<file path="src/rtl/crc16_pkg.sv">
package crc16_pkg;

    localparam logic [15:0] POLY_REFL = 16'h8408;

    typedef enum logic {
        ST_IDLE,
        ST_SHIFT
    } seq_state_t;

endpackage

</file>
<file path="src/rtl/crc16_fold.sv">
module crc16_fold #(
    parameter int          STEPS = 8,
    parameter logic [15:0] POLY  = 16'h8408
) (
    input  logic [15:0]      crc_in,
    input  logic [STEPS-1:0] bits_in,
    output logic [15:0]      crc_out
);

    for (genvar i = 0; i < STEPS; i++) begin : g_step
        logic [15:0] prev;
        logic [15:0] nxt;
        logic        fb;
        if (i == 0) begin : g_first
            assign prev = crc_in;
        end else begin : g_chain
            assign prev = g_step[i-1].nxt;
        end
        assign fb  = prev[0] ^ bits_in[i];
        assign nxt = {1'b0, prev[15:1]} ^ (fb ? POLY : 16'h0000);
    end

    assign crc_out = g_step[STEPS-1].nxt;

endmodule

</file>
<file path="src/rtl/crc16_seq.sv">
module crc16_seq
    import crc16_pkg::*;
#(
    parameter int STEPS = 8
) (
    input  logic             clk,
    input  logic             rst_n,
    input  logic             byte_wr,
    input  logic             seed_wr,
    input  logic [7:0]       byte_in,
    output logic             ready,
    output logic             byte_accept,
    output logic             fold_en,
    output logic [STEPS-1:0] fold_bits
);

    localparam int CHUNKS = 8 / STEPS;
    localparam int CW     = $clog2(CHUNKS + 1);

    seq_state_t    state_q, state_d;
    logic [7:0]    sh_q, sh_d;
    logic [CW-1:0] cnt_q, cnt_d;

    // state register
    always_ff @(posedge clk) begin
        if (!rst_n) begin
            state_q <= ST_IDLE;
            sh_q    <= 8'h00;
            cnt_q   <= '0;
        end else begin
            state_q <= state_d;
            sh_q    <= sh_d;
            cnt_q   <= cnt_d;
        end
    end

    // next state
    always_comb begin
        state_d = state_q;
        sh_d    = sh_q;
        cnt_d   = cnt_q;
        if (seed_wr) begin
            state_d = ST_IDLE;               // seed_abort
            cnt_d   = '0;
        end else begin
            unique case (state_q)
                ST_IDLE: begin
                    if (byte_wr && CHUNKS > 1) begin
                        state_d = ST_SHIFT;  // start_chunks
                        sh_d    = byte_in >> STEPS;
                        cnt_d   = CW'(CHUNKS - 1);
                    end
                end
                ST_SHIFT: begin
                    sh_d  = sh_q >> STEPS;
                    cnt_d = cnt_q - 1'b1;
                    if (cnt_q == CW'(1)) begin
                        state_d = ST_IDLE;   // last_chunk
                    end
                end
                default: state_d = ST_IDLE;
            endcase
        end
    end

    // outputs
    always_comb begin
        ready       = (state_q == ST_IDLE);
        byte_accept = byte_wr && (state_q == ST_IDLE);
        fold_en     = (byte_accept || state_q == ST_SHIFT) && !seed_wr;
        fold_bits   = (state_q == ST_IDLE) ? byte_in[STEPS-1:0] : sh_q[STEPS-1:0];
    end

    assert_shift_has_work_R8: assert property (@(posedge clk) disable iff (!rst_n)
        (state_q == ST_SHIFT) |-> (cnt_q != '0));

endmodule

</file>
<file path="src/rtl/crc16_byte_engine.sv">
module crc16_byte_engine
    import crc16_pkg::*;
#(
    parameter int STEPS_PER_CYCLE = 8
) (
    input  logic        clk,
    input  logic        rst_n,
    input  logic        wr_en,
    input  logic [1:0]  wr_sel,
    input  logic [15:0] wdata,
    input  logic        rd_sel,
    output logic [15:0] rdata,
    output logic        ready
);

    logic                       byte_wr, seed_wr;
    logic                       byte_accept, fold_en;
    logic [STEPS_PER_CYCLE-1:0] fold_bits;
    logic [15:0]                fold_out;
    logic [15:0]                crc_q;
    logic [7:0]                 in_q;

    assign byte_wr = wr_en && wr_sel[0];
    assign seed_wr = wr_en && wr_sel[1];

    crc16_seq #(.STEPS(STEPS_PER_CYCLE)) u_seq (
        .clk         (clk),
        .rst_n       (rst_n),
        .byte_wr     (byte_wr),
        .seed_wr     (seed_wr),
        .byte_in     (wdata[7:0]),
        .ready       (ready),
        .byte_accept (byte_accept),
        .fold_en     (fold_en),
        .fold_bits   (fold_bits)
    );

    crc16_fold #(.STEPS(STEPS_PER_CYCLE), .POLY(POLY_REFL)) u_fold (
        .crc_in  (crc_q),
        .bits_in (fold_bits),
        .crc_out (fold_out)
    );

    always_ff @(posedge clk) begin
        if (!rst_n) begin
            crc_q <= 16'h0000;
            in_q  <= 8'h00;
        end else begin
            if (byte_accept) in_q <= wdata[7:0];
            if (seed_wr)      crc_q <= wdata;
            else if (fold_en) crc_q <= fold_out;
        end
    end

    assign rdata = rd_sel ? crc_q : {8'h00, in_q};

    assert_seed_load_R4: assert property (@(posedge clk) disable iff (!rst_n)
        (wr_en && wr_sel == 2'b10) |=> (crc_q == $past(wdata)));

    assert_seed_wins_R6: assert property (@(posedge clk) disable iff (!rst_n)
        (wr_en && wr_sel == 2'b11) |=> (crc_q == $past(wdata)));

    assert_byte_latch_R5: assert property (@(posedge clk) disable iff (!rst_n)
        (byte_wr && ready) |=> (in_q == $past(wdata[7:0])));

    assert_hold_R7: assert property (@(posedge clk) disable iff (!rst_n)
        (!wr_en && ready) |=> $stable(crc_q));

    assert_busy_drop_R8: assert property (@(posedge clk) disable iff (!rst_n)
        (byte_wr && !ready) |=> $stable(in_q));

endmodule

</file>
<file path="config.mk">
export PLATFORM = sky130hd
export DESIGN_NAME = crc16_byte_engine
export DESIGN_NICKNAME = d
export VERILOG_FILES = /design/src/rtl/crc16_pkg.sv /design/src/rtl/crc16_fold.sv /design/src/rtl/crc16_seq.sv /design/src/rtl/crc16_byte_engine.sv
export SDC_FILE = /design/constraint.sdc
export NUM_CORES = 1
export LEC_CHECK = 0
export BUFFER_PORTS_ARGS = -buffer_cell sky130_fd_sc_hd__clkbuf_2
export CAP_MARGIN = 20
export CORE_AREA = 8 8 78 87
export DETAILED_ROUTE_END_ITERATION = 8
export DIE_AREA = 0 0 86 95
export PLACE_DENSITY = 0.54
export SYNTH_ARGS = -nofsm -noshare
export SYNTH_HDL_FRONTEND = slang
export SYNTH_SLANG_ARGS = --single-unit
</file>
<file path="constraint.sdc">
create_clock -name clk -period 1.6 [get_ports clk]
set_input_delay 0.24 -clock clk [delete_from_list [all_inputs] [get_ports clk]]
set_output_delay 0.24 -clock clk [all_outputs]
set_load 0.02 [all_outputs]
</file>
# After elaboration in Yosys (flattened, before gate mapping)
# Cells that the tools add are included.
[word_totals]
ff_bits = 26
latchBits = 0
ramBits = 0
romBits = 0
output_inout_bits = 17
wordCells = 45
n_memories = 0
[op_classes]
n_addsub = 1
mul = 0
div_mod_pow = 0
magnitude_cmp = 0
n_eq_ne = 0
n_shift = 0
muxes = 13
bitwise = 18
n_reduce_logical = 9
[ops]
columns = ["cell", "n"]
rows = [
  ["$mux 16", 11],
  ["$xor 15x16->16", 8],
  ["$mux 8", 1],
  ["$xor 1x1->1", 8],
  ["$logic_and 1x1->1", 4],
  ["$reduce_or 3->1", 1],
  ["$not 1->1", 2],
  ["$reduce_bool 2->1", 1],
  ["$reduce_or 2->1", 1],
  ["$logic_not 1->1", 1],
  ["$logic_or 1x1->1", 1],
  ["$mux 1", 1],
  ["$sub 1x1->1 const B", 1],
]

# Depth between registers and ports, before layout
# Gate-level depths: netlist (run 1).
[logic_depth]
ltp_word = 27
ltp_mapped = 6
depth_no_buf = 5

# Cells and area by module
# From an unflattened synthesis (run 1), not the netlist that was laid out.
[unflattened]
hier_cells = 167
area_unflattened_um2 = 1933.1
[modules_own_cells]
columns = ["mod", "instances", "cells_each", "area_each_um2", "seq_area_each_um2"]
rows = [
  ["crc16_byte_engine", 1, 119, 1363.8, 480.5],
  ["crc16_fold", 1, 30, 417.9, 0.0],
  ["crc16_seq", 1, 18, 151.4, 40.0],
]

# Worst setup path before layout (run 1)
# OpenSTA, ideal clock, no wires.
[synth_path]
path_kind = "register -> register"
from = "register u_seq.state_q"
to = "register crc_q[10]"
arrival_ns = 1.305
setup_slack_ns = 0.177
stages_incl_launch_ff = 7
n_path_buf = 1
synth_period_minus_slack_ns = 1.423
path_cell_list = "dfxtp_1 -> buf_4 -> inv_1 -> and2_1 -> or3_1 -> mux2i_1 -> nor2_1"
[synth_via]
word_cells_on_any_way = 20
[synth_rtl]
columns = ["item", "line_no", "rtl"]
rows = [
  ["start, declared", "crc16_seq.sv:20", "seq_state_t state_q, state_d;"],
  ["start signal, assigned", "crc16_seq.sv:31", "state_q <= state_d;"],
  ["$not 1->1", "--", ""],
  ["via ready", "crc16_byte_engine.sv:13", "output logic ready"],
  ["$logic_and 1x1->1", "crc16_seq.sv:69", "byte_accept = byte_wr && (state_q == ST_IDLE);"],
  ["$logic_or 1x1->1", "crc16_seq.sv:70", "fold_en = (byte_accept || state_q == ST_SHIFT) && !seed_wr;"],
  ["$logic_and 1x1->1", "crc16_seq.sv:70", ""],
  ["$reduce_bool 2->1 (no line)", "--", ""],
  ["end signal, assigned", "crc16_byte_engine.sv:50", "if (seed_wr) crc_q <= wdata;"],
  ["end signal, assigned", "crc16_byte_engine.sv:51", "else if (fold_en) crc_q <= fold_out;"],
  ["end, declared", "crc16_byte_engine.sv:20", "logic [15:0] crc_q;"],
]
# The timed path passes the listed nets, and every way through them passes these cells. The select of a mux whose other input is x is not followed.
# A chain may end at the register's enable or synchronous reset.

# Final worst setup path (run 1)
[layout_path]
from = "register u_seq.state_q"
to = "register crc_q[10]"
[layout_via]
elab_chain_len = 12
word_cells_on_any_way = 20
[layout_rtl]
columns = ["item", "line_no", "rtl"]
rows = [
  ["$mux 8", "crc16_seq.sv:71", "fold_bits = (state_q == ST_IDLE) ? byte_in[STEPS-1:0] : sh_q[STEPS-1:0];"],
  ["$xor 1x1->1", "crc16_fold.sv:19", "assign fb = prev[0] ^ bits_in[i];"],
  ["$mux 16", "crc16_fold.sv:20", "assign nxt = {1'b0, prev[15:1]} ^ (fb ? POLY : 16'h0000);"],
  ["$xor 15x16->16 (4 in a row)", "crc16_fold.sv:20", ""],
  ["$xor 1x1->1", "crc16_fold.sv:19", ""],
  ["$mux 16", "crc16_fold.sv:20", ""],
  ["$xor 15x16->16", "crc16_fold.sv:20", ""],
  ["$mux 16", "crc16_byte_engine.sv:51", ""],
  ["$mux 16", "crc16_byte_engine.sv:50", ""],
]
# Several ways; a longest one is shown, not always the timed one. The select of a mux whose other input is x is not followed.

==> results of run 1 <==
-- metal layers --
layer / vias to the layer above / global-route usage (%)
li1: 693 / -
met3: 2 / 3.301
met4: 0 / 2.193
met2: 40 / 18.69
met5: - / 0
met1: 637 / 12.18
-- worst reg2reg max path, delay by kind of cell (launching register included) --
family	cells	cell delay (ns)
xor gates and xnor gates	1	0.13
buffers and inverters	1	0.16
DFF	1	0.37
muxes	1	0.13
and+or+nand+nor	3	0.51
-- per-stage QoR --
stage	area, sq um	utilization (%)	total power [W]	hold slack, ns	std cells
after floorplan	1536	-	0.001222	0.3760	170
after global routing	1912	36.14	0.001893	0.1750	289
after global placement	1869	35.34	0.001424	0.4452	286
after detailed placement	1869	35.34	0.001422	0.4341	286
final	1912	36.14	0.001778	0.1784	289
after CTS	1911	36.12	0.001809	0.1737	289
-- layout make-up --
cell class	instances	area share [%]
multi-input cells	132	50.20
flip-flops and latches	26	27.29
repair buffers	51	15.05
well taps	75	4.908
clock buffers	3	2.160
inverters	2	0.3927
-- repair_timing --
item / 4_1_cts / 5_1_grt
gates resized for setup: 0 / 1
endpoints found under the setup margin: 0 / 4
endpoints found under the hold margin: 0 / 0
-- state kept, by name, summed over array words and instances, names as in the netlist --
signal,flops
crc_q,16
in_q,8
u_seq.cnt_q,1
u_seq.state_q,1
-- logic make-up after synthesis --
group	after synthesis	synth area share, %
AOI/OAI and AO/OA	34	15.23
xor gates and xnor gates	22	15.31
buffers and inverters	12	3.664
DFF	26	33.88
muxes	17	11.73
and+or+nand+nor	59	20.19
-- power by group through the flow --
stage / clock network [W] / logic, W / registers [W]
final: 0.000378 / 0.000622 / 0.000777
after global routing: 0.000422 / 0.000685 / 0.000787
after CTS: 0.000398 / 0.000632 / 0.000778
after detailed placement: 0 / 0.000629 / 0.000793
after global placement: 0 / 0.000631 / 0.000793
after floorplan: 0 / 0.000448 / 0.000774
-- worst min-delay path by stage --
stage	from	slack (ns)	cells past startpoint	to
floorplan	wdata[11]	0.38	2	crc_q[11]
global placement	u_seq.cnt_q	0.45	1	u_seq.state_q
detailed placement	u_seq.cnt_q	0.43	1	u_seq.state_q
CTS	wdata[12]	0.17	3	crc_q[12]
global route	wdata[11]	0.18	3	crc_q[11]
finish	wdata[13]	0.18	3	crc_q[13]
-- cells in the final DEF (no fill, tap or decap), drive strengths merged --
cell / count
nor2: 16
xnor2: 19
o211a: 1
o221ai: 6
nor2b: 3
dfxtp: 26
mux2: 8
mux2i: 9
or3: 2
o211ai: 2
xnor3: 2
nor3: 1
a22oi: 10
o21ai: 5
nand2: 13
nand3b: 2
nand2b: 1
nand4: 2
xor2: 1
clkinv: 1
clkbuf: 41
inv: 1
a31oi: 2
nand4b: 3
buf: 13
nand3: 6
and2: 10
a21oi: 8
==> results.py, run 1 <==
metrics = {
    "yosys": {
        "syn_inst": 170,
        "synth_most_common_cell": "dfxtp_1",
        "synth-async-reset-ratio_pct": 0,
        "yosys-top-cells-count": "dfxtp_1 (26), xnor2_1 (17), nor2_1 (15)",
        "syn_nets": 192,
        "syn_area_per_cell_sq_um": 9.038,
        "yosys_warnings": 0,
        "yosys.area.top_type_share_pct": 33.88,
        "syn-cell-area_sq_um": 1536,
        "ys_ff_latch": 26,
        "ys_types": 35,
        "synth.largest_area_cell": "dfxtp_1",
        "synth_edf_count": 0,
        "synth_area_leaders": "dfxtp_1 (34%), xnor2_1 (9.7%), mux2i_1 (5.9%)",
        "seq_area_frac_synth_pct": 33.88,
        "ys.flop_type": "dfxtp_1",
    },
    "routing": {
        "wl_per_cell_um": 14.49,
        "drt_iter0_drc": 93,
        "drt-total-wl_mm": 4.188,
        "drt-met1-wl_mm": 1.836,
        "viasPerCell": 4.747,
        "dr_wl_met2_mm": 2.053,
        "drc": 0,
        "top_layer": "met4",
        "wl_met3_um": 278,
        "vias": 1372,
        "dr.pass1.iters": 4,
        "ant_nets": 0,
    },
    "clocking": {
        "post_cts_buffers": 0,
        "htreeDepth": 1,
        "cts_buffers": 3,
        "clockBufferDepth": 2,
        "cts_sinks": 26,
        "holdBufCountCts": 0,
        "clk_latency_ns": 0.27,
        "cts-root-buf": "clkbuf_8",
        "clkTransAtPathRegs_ns": 0.09,
        "cts_tree": "yes",
    },
    "global_route": {
        "grt_max_degree": 17,
        "grt_pass1_vias": 1419,
        "grt_antenna_before_repair": 0,
        "grt_usage_pct": 10.57,
        "grt_pass1_wl_mm": 6.844,
        "gr-total-overflow": 0,
    },
    "layout": {
        "antenna_cells": 0,
        "num-fill-cells": 565,
        "seqCellArea_sq_um": 521.8,
        "drive_gt1_share_pct": 31.78,
        "multiInputGateArea_sq_um": 959.7,
        "finalNetCount": 238,
        "syn2layout_area_growth_pct": 24.43,
    },
    "place": {
        "pre_cts_ws_ns": 0.1194,
        "gp_congestion": 0.7823,
        "port-buffer-count": 38,
        "dp.final_hpwl_mm": 3.221,
    },
    "floorplan": {
        "pin_count": 39,
        "chipHeight_um": 95,
        "design.core.area_sq_um": 5290,
        "start_util_pct": 29.04,
        "die_x_um": 86,
        "rows": 28,
        "dieArea_sq_um": 8170,
    },
    "power": {
        "p_leak_nw": 0.8369,
        "pwr-share-clk_pct": 21.3,
        "p_comb_share_pct": 35.0,
        "p_per_area_nw_per_um2": 930.0,
        "swShare_pct": 32.71,
        "p_switching_w": 0.0005815,
        "vdd.ir_drop.worst_mv": 0.5435,
        "pwr-share-seq_pct": 43.7,
        "p_int_w": 0.001196,
    },
    "outcome": {
        "status": "finished, final reports clean",
    },
    "worst_hold_path": {
        "hold_class": "in2reg",
    },
    "timing": {
        "slew_headroom_pct": 72.36,
        "fin_skew_ns": 0.007919,
        "rsz0062_at_grt": "false",
        "period_minus_slack_ns": 1.413,
        "period_share_pct": 88.34,
        "fmax_mhz": 707.5,
        "finalHoldViolations": 0,
        "fin_tns_setup_ns": 0,
        "max_slew.worst_pin.slew_ns": 0.4116,
        "report.final.slew_viol_count": 0,
        "fin_ws_ns": 0.1866,
        "setup_violations": 0,
    },
    "worst_setup_path": {
        "ff2ff_path_depth": 6,
        "cp_data_required_time_ns": 1.77,
        "crit_family": "simple AND/OR/NAND/NOR gates",
        "slowest_stage": "dfxtp_2",
        "critPathLaunchType": "flip-flop",
        "cp.depth": 6,
        "slowest_delay_ns": 0.37,
        "startpoint": "u_seq.state_q",
        "crit_type": "reg2reg",
        "r2r-end": "crc_q[10]",
        "regToRegSetupSlack_ns": 0.19,
        "arrival_ns": 1.58,
        "r2r-start": "u_seq.state_q",
        "path_buf_inv": 1,
        "critPathCaptureType": "flip-flop",
        "cp-endpoint": "crc_q[10]",
        "path_cells": "buf_4 > nor2b_1 > xnor2_1 > or3_1 > mux2i_1 > nor2_1",
        "crit_fanout": 7,
    },
    "flow_run": {
        "cap_violations": 0,
    },
}
(Power assumes the default switching activity.)
==> run 2, diff against run 1 <==
Settings changed: PLACE_DENSITY 0.54 to 0.55.
Clock period 1.6 ns to 1.2 ns, I/O delays scaled along.
==> run 2 against run 1 <==
The flow now finishes with violations (setup timing); worst hold slack worse by 0.058 ns; die area stayed put; core utilization is 10 points higher; sequential power is 35% higher; non-clock buffer count is 30 higher; clock skew is 0.00068 ns higher; global-route usage is 0.66 points higher; register-to-register slack worse by 0.35 ns; routed wire length is 11% higher; sequential share of layout area is 4.9 points lower; power is 59% higher; sequential cell count stayed put; critical path type unchanged; largest cell class unchanged.
==> results.py, run 2 (synthesis results as in run 1) <==
metrics = {
    "timing": {
        "rsz0062_at_grt": "true",
        "setup_violations": 30,
        "fin_ws_ns": -0.1607,
        "fmax_mhz": 734.9,
        "period_share_pct": 113.4,
        "finalHoldViolations": 0,
        "report.final.slew_viol_count": 0,
        "fin_skew_ns": 0.008595,
        "fin_tns_setup_ns": -1.496,
        "max_slew.worst_pin.slew_ns": 0.4062,
        "period_minus_slack_ns": 1.361,
        "slew_headroom_pct": 72.72,
    },
    "clocking": {
        "htreeDepth": 1,
        "cts_tree": "yes",
        "cts_sinks": 26,
        "cts-root-buf": "clkbuf_8",
        "holdBufCountCts": 0,
        "clk_latency_ns": 0.27,
        "cts_buffers": 3,
        "clockBufferDepth": 2,
        "clkTransAtPathRegs_ns": 0.10,
    },
    "floorplan": {
        "start_util_pct": 29.04,
        "rows": 28,
        "die_x_um": 86,
        "dieArea_sq_um": 8170,
        "design.core.area_sq_um": 5290,
        "pin_count": 39,
        "chipHeight_um": 95,
    },
    "worst_setup_path": {
        "path_cells": "nor2b_1 > xnor2_2 > xnor3_1 > o21ai_1 > o211a_1",
        "crit_fanout": 6,
        "critPathLaunchType": "flip-flop",
        "slowest_stage": "dfxtp_4",
        "arrival_ns": 1.58,
        "crit_type": "reg2reg",
        "critPathCaptureType": "flip-flop",
        "slowest_delay_ns": 0.38,
        "cp_data_required_time_ns": 1.42,
    },
    "place": {
        "port-buffer-count": 38,
        "gp_congestion": 0.7778,
        "dpl_cell_area_sq_um": 2061,
        "pre_cts_ws_ns": -0.2501,
        "dp.final_hpwl_mm": 3.361,
        "dp.cells": 308,
    },
    "power": {
        "total_power_w": 0.002820,
        "p_per_area_nw_per_um2": 1153,
        "vdd.ir_drop.worst_mv": 0.4607,
        "p_leak_nw": 1.111,
    },
    "routing": {
        "ant_nets": 0,
        "drc": 0,
        "dr.pass1.iters": 4,
        "drt_iter0_drc": 66,
        "viasPerCell": 4.688,
        "drt-total-wl_mm": 4.637,
        "wl_per_cell_um": 14.49,
        "vias": 1500,
    },
    "global_route": {
        "grt_max_degree": 17,
        "grt_usage_pct": 11.23,
        "grt_pass1_wl_mm": 7.376,
        "grt_pass1_vias": 1534,
        "grt_antenna_before_repair": 0,
        "gr-total-overflow": 0,
    },
    "layout": {
        "largest_register_ffs": 16,
        "fin_cells": 320,
        "finalNetCount": 268,
        "drive_gt1_share_pct": 50.20,
        "largest_register": "crc_q",
        "reg_top3": "crc_q: 16 flops, in_q: 8 flops",
        "final_common_cell": "buf_4",
        "final_area_sq_um": 2446,
        "antenna_cells": 0,
        "syn2layout_area_growth_pct": 59.20,
        "final_cell_mix": "buf_4 (33), clkbuf_2 (29), nor2_1 (14)",
    },
    "flow_run": {
        "cap_violations": 0,
    },
    "worst_hold_path": {
        "hold_class": "in2reg",
    },
    "outcome": {
        "violations": "setup timing",
        "status": "finished with violations",
    },
}
[run 2: cell count changes in the layout (fill, tap and decap cells not counted), sizes merged]
cell	previous run	this run
buf	13	51
clkbuf	41	34
[run 2: what timing repair did]
item | in CTS | in global routing
buffers inserted | 8 | 0
pin swaps | 11 | 3
setup endpoints to repair | 33 | 36
hold endpoints to repair | 0 | 0
resized for setup | 52 | 26
[run 2: worst paths after layout]
check | from | end | slack (ns) | depth (start not counted)
setup / recovery | u_seq.state_q | crc_q[9] | -0.16 | 5
hold / removal | wdata[11] | crc_q[11] | 0.12 | 3
setup reg to reg | u_seq.state_q | crc_q[9] | -0.16 | 5
hold reg to reg | u_seq.cnt_q | u_seq.state_q | 0.45 | 1
[run 2: layout make-up]
type / instances / area (sq um)
clock buffer: 4 / 55.05
fill: 506 / 2844
inverter: 2 / 7.507
multi-input combinational: 132 / 1100
sequential: 26 / 546.8
tap: 75 / 93.84
timing repair buffer: 81 / 643.1
[run 2: metrics by stage]
stage | hold WS [ns] | util (%)
after floorplan | 0.3160 | -
after global placement | 0.4086 | 38.95
after detailed placement | 0.4064 | 38.95
after CTS | 0.1160 | 44.63
after global routing | 0.1278 | 46.24
final | 0.1202 | 46.24
[run 2: layer usage]
metal	up-vias	track usage, %	share of wire, %
met5	-	0	0
met4	0	2.193	0.41
met3	2	2.259	3.5
met2	24	19.72	50
met1	718	13.84	46
li1	756	-	-
[run 2: critical path, delay by kind of cell, from the launching register on]
family / cells / cell delay (ns)
XOR/XNOR: 2 / 0.41
AO/OA/AOI/OAI: 2 / 0.30
flip-flops: 1 / 0.38
AND/OR/NAND/NOR: 1 / 0.21
[run 2: report_power, final]
group / internal [W] / total (W) / switching (W) / leakage [nW]
Clock: 0.000293 / 0.000582 / 0.000288 / 0.0288
Combinational: 0.000684 / 0.00119 / 0.000506 / 0.862
Sequential: 0.000960 / 0.00105 / 0.0000890 / 0.220
